[src/rtl/tkn_regulator.sv]
module tkn_regulator #(
  parameter int LEN_W  = 12,
  parameter int CNT_W  = 16,
  parameter int FRAC_W = 8,
  parameter int RATE_W = 16
) (
  input  logic              clk,
  input  logic              rst_n,
  input  logic              shape_i,
  input  logic [RATE_W-1:0] rate_i,
  input  logic [CNT_W-1:0]  depth_i,
  input  logic              in_valid,
  output logic              in_ready,
  input  logic [LEN_W-1:0]  in_len,
  output logic              out_valid,
  input  logic              out_ready,
  output logic [LEN_W-1:0]  out_len,
  output logic              out_drop
);
  localparam int BW = CNT_W + FRAC_W;

  logic [BW-1:0] bkt_q;
  logic [BW:0]   cap, spend, sum;
  logic          conform, slot_ok, take;

  assign cap     = {1'b0, depth_i, {FRAC_W{1'b0}}};
  assign conform = CNT_W'(in_len) <= bkt_q[BW-1:FRAC_W];
  assign slot_ok = !out_valid || out_ready;
  assign in_ready = slot_ok && (!shape_i || conform);
  assign take    = in_valid && in_ready;
  assign spend   = (take && conform) ? (BW+1)'({in_len, {FRAC_W{1'b0}}}) : '0;
  assign sum     = {1'b0, bkt_q} - spend + (BW+1)'(rate_i);

  always_ff @(posedge clk) begin
    if (!rst_n) begin
      bkt_q     <= cap[BW-1:0];
      out_valid <= 1'b0;
      out_len   <= '0;
      out_drop  <= 1'b0;
    end else begin
      bkt_q <= (sum > cap) ? cap[BW-1:0] : sum[BW-1:0];
      if (take) begin
        out_valid <= 1'b1;
        out_len   <= in_len;
        out_drop  <= !conform;
      end else if (out_ready) begin
        out_valid <= 1'b0;
      end
    end
  end
endmodule

[config.mk]
export PLATFORM = sky130hd
export DESIGN_NAME = tkn_regulator
export DESIGN_NICKNAME = d
export VERILOG_FILES = /design/src/rtl/tkn_regulator.sv
export SDC_FILE = /design/constraint.sdc
export NUM_CORES = 1
export LEC_CHECK = 0
export BUFFER_PORTS_ARGS = -buffer_cell sky130_fd_sc_hd__buf_2
export CAP_MARGIN = 20
export CORE_MARGIN = 2
export CORE_UTILIZATION = 47
export DETAILED_ROUTE_END_ITERATION = 12
export PLACE_DENSITY = 0.68
export SYNTH_ARGS = -nofsm -noshare
export SYNTH_HDL_FRONTEND = slang
export SYNTH_SLANG_ARGS = --single-unit
[constraint.sdc]
create_clock -name clk -period 13.8 [get_ports clk]
set_input_delay 0 -clock clk [delete_from_list [all_inputs] [get_ports clk]]
set_output_delay 0 -clock clk [all_outputs]
set_load 0.005 [all_outputs]
Word level (Yosys, flattened, before mapping)

Cells that the tools add are included.

Add/sub/neg operators: 2
Order comparisons: 2
Mux-type cells: 5
Bitwise logic cells: 1
Reductions and logical operators: 10

Operator list:

| cell                | number |
|---|---|
| $mux W24            | 2 |
| $add A25 B16 Y25    | 1 |
| $gt A25 B24 Y1      | 1 |
| $sub A24 B20 Y25    | 1 |
| $mux W20            | 1 |
| $le A12 B16 Y1      | 1 |
| $logic_and A1 B1 Y1 | 3 |
| $logic_not A1 Y1    | 3 |
| $logic_or A1 B1 Y1  | 2 |
| $mux W1             | 2 |
| $reduce_bool A2 Y1  | 1 |
| $reduce_or A2 Y1    | 1 |
| $not A1 Y1          | 1 |

Bits in registers: 38
Input port bits: 49
Output and inout bits: 15
Logic and storage cells: 25

Longest topological paths before layout

Gate-level depths: netlist of run 1.

Word-level depth: 11
Gate-level depth with buffers: 32
Mapped depth without buffers: 28

Least setup slack after synthesis of run 1

Ideal clock, no wire load.

Kind: register -> register
Start: register bkt_q[17]
End: register bkt_q[12]
Library setup time: 121 ps
Arrival: 6427 ps
Required time: 13679 ps
Setup slack: 7251 ps
Cell stages (with the launch flop): 31
Path buffers: 4
Clock period less this slack: 6549 ps
Cells stage by stage: dfxtp_1 inv_1 ha_1 and4_1 nand3_1 o311ai_0 or4_1 o41ai_1 nor2_1 clkbuf_1 and2_1 fa_1 inv_1 ha_1 clkbuf_1 and3_1 and3_1 nor2_1 nor4b_1 o311ai_0 xnor2_1 ha_1 nand4_1 nor4_1 o2111ai_1 a2111oi_2 o211ai_1 a311o_1 buf_6 buf_6 mux2_4

Word-level cells in the longest chain between the ends: 11

RTL lines:

| element                  | RTL line | source |
|---|---|---|
| start: declaration       | 22       | `logic [BW-1:0] bkt_q;` |
| start signal: assignment | 36       | `bkt_q <= cap[BW-1:0];` |
| start signal: assignment | 41       | `bkt_q <= (sum > cap) ? cap[BW-1:0] : sum[BW-1:0];` |
| $le A12 B16 Y1           | 27       | `assign conform = CNT_W'(in_len) <= bkt_q[BW-1:FRAC_W];` |
| $logic_or A1 B1 Y1       | 29       | `assign in_ready = slot_ok && (!shape_i \|\| conform);` |
| $logic_and A1 B1 Y1      | 29       |  |
| $logic_and A1 B1 Y1      | 30       | `assign take = in_valid && in_ready;` |
| $logic_and A1 B1 Y1      | 31       | `assign spend = (take && conform) ? (BW+1)'({in_len, {FRAC_W{1'b0}}}) : '0;` |
| $mux W20                 | 31       |  |
| $sub A24 B20 Y25 (*)     | 32       | `assign sum = {1'b0, bkt_q} - spend + (BW+1)'(rate_i);` |
| $add A25 B16 Y25 (*)     | 32       |  |
| $gt A25 B24 Y1           | 41       |  |
| $mux W24 (*)             | 41       |  |
| $mux W24 (*)             | 35       | `if (!rst_n) begin` |

Mark *: on every way between the ends. The rest lies on a longest branch, timed or not.
A chain may end at the register's enable or synchronous reset.

Worst setup path in the final report of run 1

Start: register bkt_q[17]
End: register bkt_q[22]

The elaborated chain is that of the path after synthesis.

==> flow_metrics.py, run 1 <==
metrics = {
    "worst_setup_path": {
        "cpLargestDelayFamily": "compound AO/OA/AOI/OAI gates",
        "crit_top_cell": "ha_1",
        "path_class": "reg -> reg",
        "cp-end-kind": "flop",
        "cpMaxStageDelayCell": "o41ai_1",
        "crit_path_max_fanout": 15,
        "cp-start-kind": "flop",
        "critPathMaxStageDelay_ps": 800,
        "critPathBufInv": 3,
        "crit_arrival_ps": 8170,
        "crit_required_ps": 13990,
    },
    "synthesis": {
        "synth.net_count": 594,
        "synth_cell_types": 50,
        "yosysSeqAreaShare": 0.1947,
        "postSynthAreaPerCell_sq_um": 8.279,
        "synth-simple-area-share": 0.1700,
        "syn_inst": 472,
        "synth_xor_area_frac": 0.04259,
        "syn_area_sq_um": 3907,
        "async_flop_share": 0,
        "ys.warnings.count": 0,
        "ys_ff_latch": 38,
        "synthAdderAreaFrac": 0.2491,
        "ys.flop_type": "dfxtp_1",
        "synth_top_family_by_area": "adder cells",
        "synth.mux.area_fraction": 0.08710,
        "synth_compound_area_frac": 0.1524,
        "synth_edf_count": 0,
    },
    "power_and_ir_drop": {
        "p_leak_nw": 2.411,
        "vdd_drop_max_uv": 127.3,
        "power_density_nw_per_um2": 272.9,
        "p_total_mw": 1.254,
    },
    "routing": {
        "antenna_left": 0,
        "vias": 3470,
        "wl_per_cell_um": 14.33,
        "routed_wl_um": 9445,
        "vias_per_cell": 5.266,
        "firstDrtPassIters": 4,
        "drcViolationCount": 0,
        "drt_iter0_markers": 164,
    },
    "sta": {
        "setup_viol": 0,
        "hold_violations": 0,
        "grt_setup_unrepaired": "false",
        "period_minus_slack_ps": 7977,
        "period_share": 0.5780,
        "whs_ps": 2.274,
        "maxSlewHeadroom": 0.4566,
        "worst_pin_slew_ps": 804.6,
        "max_freq_mhz": 125.4,
        "fin_skew_ps": 6.696,
        "fin_tns_setup_ps": 0,
        "drv_slew": 0,
        "fin_ws_ps": 5823,
    },
    "finish": {
        "multiInputGateArea_sq_um": 2740,
        "layout_common_cells": "inv_1 (92), ha_1 (65), buf_2 (63)",
        "ff_latch_area_sq_um": 760.7,
        "diodes": 0,
        "fillers": 772,
        "layout-drive-gt1-share": 0.1661,
        "final_common_cell": "inv_1",
        "layout.nets": 675,
        "syn2layout_area_growth_pct": 17.55,
    },
    "placed_design": {
        "place_congestion": 1.046,
        "io_buffers": 63,
        "dp_slack_ps": 5854,
        "dp_hpwl_um": 7760,
    },
    "global_routing": {
        "grt-ovfl-total": 0,
        "grt_pass1_wl_um": 15390,
        "grt_pass1_vias": 3442,
        "grt_start_max_net_pins": 16,
        "antenna_found_initial": 0,
        "track_usage": 0.2181,
    },
    "clocking": {
        "cts_htree_levels": 2,
        "cts_setup_buffers": 0,
        "clk_pin_slew_ps": 80,
        "cts_resized": 0,
        "cts_buffers": 5,
        "cts.sinks": 38,
        "cts_tree": "done",
        "cts_buffer_depth": 2,
        "postCtsHoldBufs": 19,
        "clkLatencyLatePin_ps": 300,
        "root_buffer": "clkbuf_8",
    },
    "floorplanning": {
        "die_y_um": 95.18,
        "die_x_um": 95.18,
        "row_count": 33,
        "top_level_ports": 64,
        "initial_core_util": 0.4804,
        "dieArea_sq_um": 9059,
        "core_sq_um": 8134,
    },
    "run": {
        "maxCapViolCount": 0,
    },
    "status": {
        "outcome": "finished clean",
    },
    "worst_hold_path": {
        "hold_class": "in -> reg",
    },
}
==> report_power, final <==
part	internal (mW)	switching, mW	total, mW	leakage (nW)
sequential	0.144	0.0135	0.157	0.316
combinational	0.438	0.574	1.01	2.05
clock	0.0403	0.0449	0.0852	0.0472
==> state kept, by name (all words and copies together), names as in the netlist <==
name and cells:
bkt_q 24, out_len 12, out_drop 1, out_valid 1
==> routing by layer <==
metal,up-vias,part of all wire,wire (um),GRT usage
met3,19,0.069,651,0.02767
met5,-,0,0,0
met1,1565,0.46,4353,0.2820
met4,0,0.021,199,0.08213
li1,1773,-,-,-
met2,113,0.45,4241,0.3697
==> worst paths after layout <==
path,startpoint,end,slack [ps],depth (start not counted)
max,bkt_q[17],bkt_q[22],5820,26
min,depth_i[0],bkt_q[8],2,3
max reg2reg,bkt_q[17],bkt_q[22],5820,26
min reg2reg,out_drop,out_drop,510,2
==> cell type report <==
cell class                      instances  area share
Inverter                               92     0.07518
Clock buffer                            6     0.01798
Sequential cell                        38      0.1656
Clock inverter                          2    0.002724
Tap cell                              105     0.02860
Timing Repair Buffer                   84      0.1133
Multi-Input combinational cell        332      0.5966
==> cell families (layout without fill, tap and decap cells) <==
kind of cell,count (synthesis),after routing
buf+inv,102,184
mux,28,28
xor+xnor,19,19
simple gates,121,121
flops,38,38
compound gates,91,91
fa+ha+maj,73,73
==> cells in the mapped netlist, types with 6 or more instances <==
master	n	share of area
inv_1	92	0.088
ha_1	65	0.21
dfxtp_1	38	0.19
a21oi_1	26	0.033
nor2_1	22	0.021
o21ai_0	20	0.026
nor2b_1	19	0.030
nand2_1	18	0.017
mux2i_1	13	0.033
nor3_1	13	0.017
mux2_4	11	0.042
xnor2_1	10	0.022
a21o_1	9	0.017
xor2_1	9	0.020
fa_1	8	0.041
nand2b_1	8	0.013
and2_1	7	0.011
nand4_1	7	0.011
o21a_1	7	0.013
clkbuf_1	6	0.0058
==> stage by stage <==
step                        util  instance area (sq um)  cells
final                     0.5647                   4593    659
after floorplan                -                   3908    472
after global routing      0.5647                   4593    659
after detailed placement  0.5296                   4308    632
after CTS                 0.5647                   4593    659
after global placement    0.5296                   4308    632
==> worst min-delay path, stage by stage <==
cell and delay, ps:
buf_2 110, inv_1 50, mux2i_1 80
Note: power is estimated with default switching activity, not from simulation.
==> run 2: changes to the inputs <==
--- a/config.mk
+++ b/config.mk
@@ -10,7 +10,7 @@
 export CORE_MARGIN = 2
 export CORE_UTILIZATION = 47
 export DETAILED_ROUTE_END_ITERATION = 12
-export PLACE_DENSITY = 0.68
+export PLACE_DENSITY = 0.71
 export SYNTH_ARGS = -nofsm -noshare
 export SYNTH_HDL_FRONTEND = slang
 export SYNTH_SLANG_ARGS = --single-unit
==> constraint.sdc (replaced) <==
create_clock -name clk -period 6.7 [get_ports clk]
set_input_delay 0 -clock clk [delete_from_list [all_inputs] [get_ports clk]]
set_output_delay 0 -clock clk [all_outputs]
set_load 0.005 [all_outputs]
==> run 2 against run 1 <==
- maximum frequency rose by 20%
- setup slack got worse by 5800 ps
- final area rose by 15%
- first-iteration DRC count rose by 26%
- global-route usage rose by 0.26 points
- critical endpoint is now bkt_q[17]
- largest cell class unchanged
==> flow_metrics.py, run 2 (synthesis gave the netlist of run 1 again) <==
metrics = {
    "status": {
        "outcome": "finished clean",
    },
    "floorplanning": {
        "dieArea_sq_um": 9059,
        "row_count": 33,
        "top_level_ports": 64,
        "core_sq_um": 8134,
        "die_y_um": 95.18,
        "die_x_um": 95.18,
        "initial_core_util": 0.4804,
    },
    "worst_setup_path": {
        "crit_path_max_fanout": 7,
        "critPathMaxStageDelay_ps": 510,
        "crit_end": "bkt_q[17]",
        "path_class": "reg -> reg",
        "cp-end-kind": "flop",
        "r2r-start": "bkt_q[19]",
        "cpMaxStageDelayCell": "or4_4",
        "ff2ff_setup_slack_ps": 70,
        "crit_arrival_ps": 6820,
        "crit_path_start": "bkt_q[19]",
        "r2r_end": "bkt_q[17]",
        "r2r_cells": 28,
        "crit_required_ps": 6880,
        "cp-start-kind": "flop",
    },
    "sta": {
        "period_minus_slack_ps": 6634,
        "fin_ws_ps": 65.59,
        "max_freq_mhz": 150.7,
        "drv_slew": 0,
        "maxSlewHeadroom": 0.6565,
        "worst_pin_slew_ps": 509.9,
        "fin_skew_ps": 10.92,
        "hold_violations": 0,
        "period_share": 0.9902,
        "setup_viol": 0,
    },
    "routing": {
        "firstDrtPassIters": 4,
        "wl_per_cell_um": 15.48,
        "routed_wl_um": 10660,
        "vias_per_cell": 5.363,
        "drt_iter0_markers": 207,
        "drcViolationCount": 0,
        "vias": 3695,
        "antenna_left": 0,
    },
    "clocking": {
        "cts_tree": "done",
        "cts_htree_levels": 2,
        "root_buffer": "clkbuf_8",
        "cts_buffer_depth": 2,
        "clkLatencyLatePin_ps": 300,
        "clk_pin_slew_ps": 90,
        "cts.sinks": 38,
        "cts_buffers": 5,
    },
    "global_routing": {
        "top_usage_layer": "met2",
        "antenna_found_initial": 0,
        "track_usage": 0.2207,
        "gr-usage-met1": 0.2777,
        "grt_pass1_wl_um": 15790,
        "grt_use_met3": 0.02134,
        "grt_pass1_vias": 3503,
        "grt_use_met2": 0.4002,
        "grt-ovfl-total": 0,
        "grt_start_max_net_pins": 16,
    },
    "finish": {
        "regMostFlops": "bkt_q",
        "syn2layout_area_growth_pct": 35.13,
        "diodes": 0,
        "largest_reg_flops": 24,
        "layout-drive-gt1-share": 0.3031,
        "top_regs": "bkt_q x24, out_len x12",
        "layout.nets": 705,
        "final_core_util": 0.6491,
        "layout_common_cells": "inv_1 (92), buf_2 (63), ha_1 (54)",
        "final_common_cell": "inv_1",
    },
    "placed_design": {
        "place_congestion": 0.9870,
        "io_buffers": 63,
        "dp_slack_ps": -477.7,
        "dp_hpwl_um": 7796,
    },
    "run": {
        "maxCapViolCount": 0,
    },
    "worst_hold_path": {
        "hold_class": "in -> reg",
    },
}
run 2: worst min-delay path by stage:
stage	from	endpoint	slack (ps)	depth (start not counted)
after global routing	in_len[10]	out_len[10]	40	3
after global placement	depth_i[12]	bkt_q[20]	240	2
after CTS	in_len[0]	out_len[0]	2	3
after detailed placement	depth_i[12]	bkt_q[20]	250	2
final	in_len[0]	out_len[0]	1	3
after floorplan	shape_i	in_ready	50	1
run 2: stage by stage:
step           instance area, sq um  hold slack (ps)  setup TNS [ps]  std cells
6_report                       5280            1.285               0        689
5_1_grt                        5280            37.78           -2310        689
4_1_cts                        4831            2.411               0        680
3_5_place_dp                   4360            250.6           -8740        639
3_3_place_gp                   4360            243.0           -2651        639
2_1_floorplan                  3908            51.35               0        472
run 2: per-layer routing:
metal,wire length [um],vias to the layer above
li1,-,1830
met1,4518,1714
met2,5204,128
met3,646,23
met4,294,0
met5,0,-
run 2: final cells by class:
cell class	instances	area (sq um)
Clock buffer	7	86.33
Multi-Input combinational cell	332	3177
Fill cell	678	2854
Clock inverter	1	5.005
Inverter	92	345.3
Tap cell	105	131.4
Timing Repair Buffer	114	770.7
Sequential cell	38	764.5
run 2: worst max-delay path, delay by kind of cell (launching register included):
kind            cells  cell delay (ps)
simple gates       12             2390
xor+xnor            1              160
buf+inv             3              280
fa+ha+maj           4             1410
compound gates      7             1630
flops               1              350
mux                 1              300
run 2: repair_timing:
action,CTS,global route
buffers inserted,17,8
gates resized for setup,21,63
pin swaps,5,29
hold buffers,16,0
cloned,0,1
hold endpoints to repair,16,0
setup endpoints to repair,24,24
Power of run 2 is not shown: default switching activity piles up to over one toggle a cycle in this logic, so the estimate is an artifact.
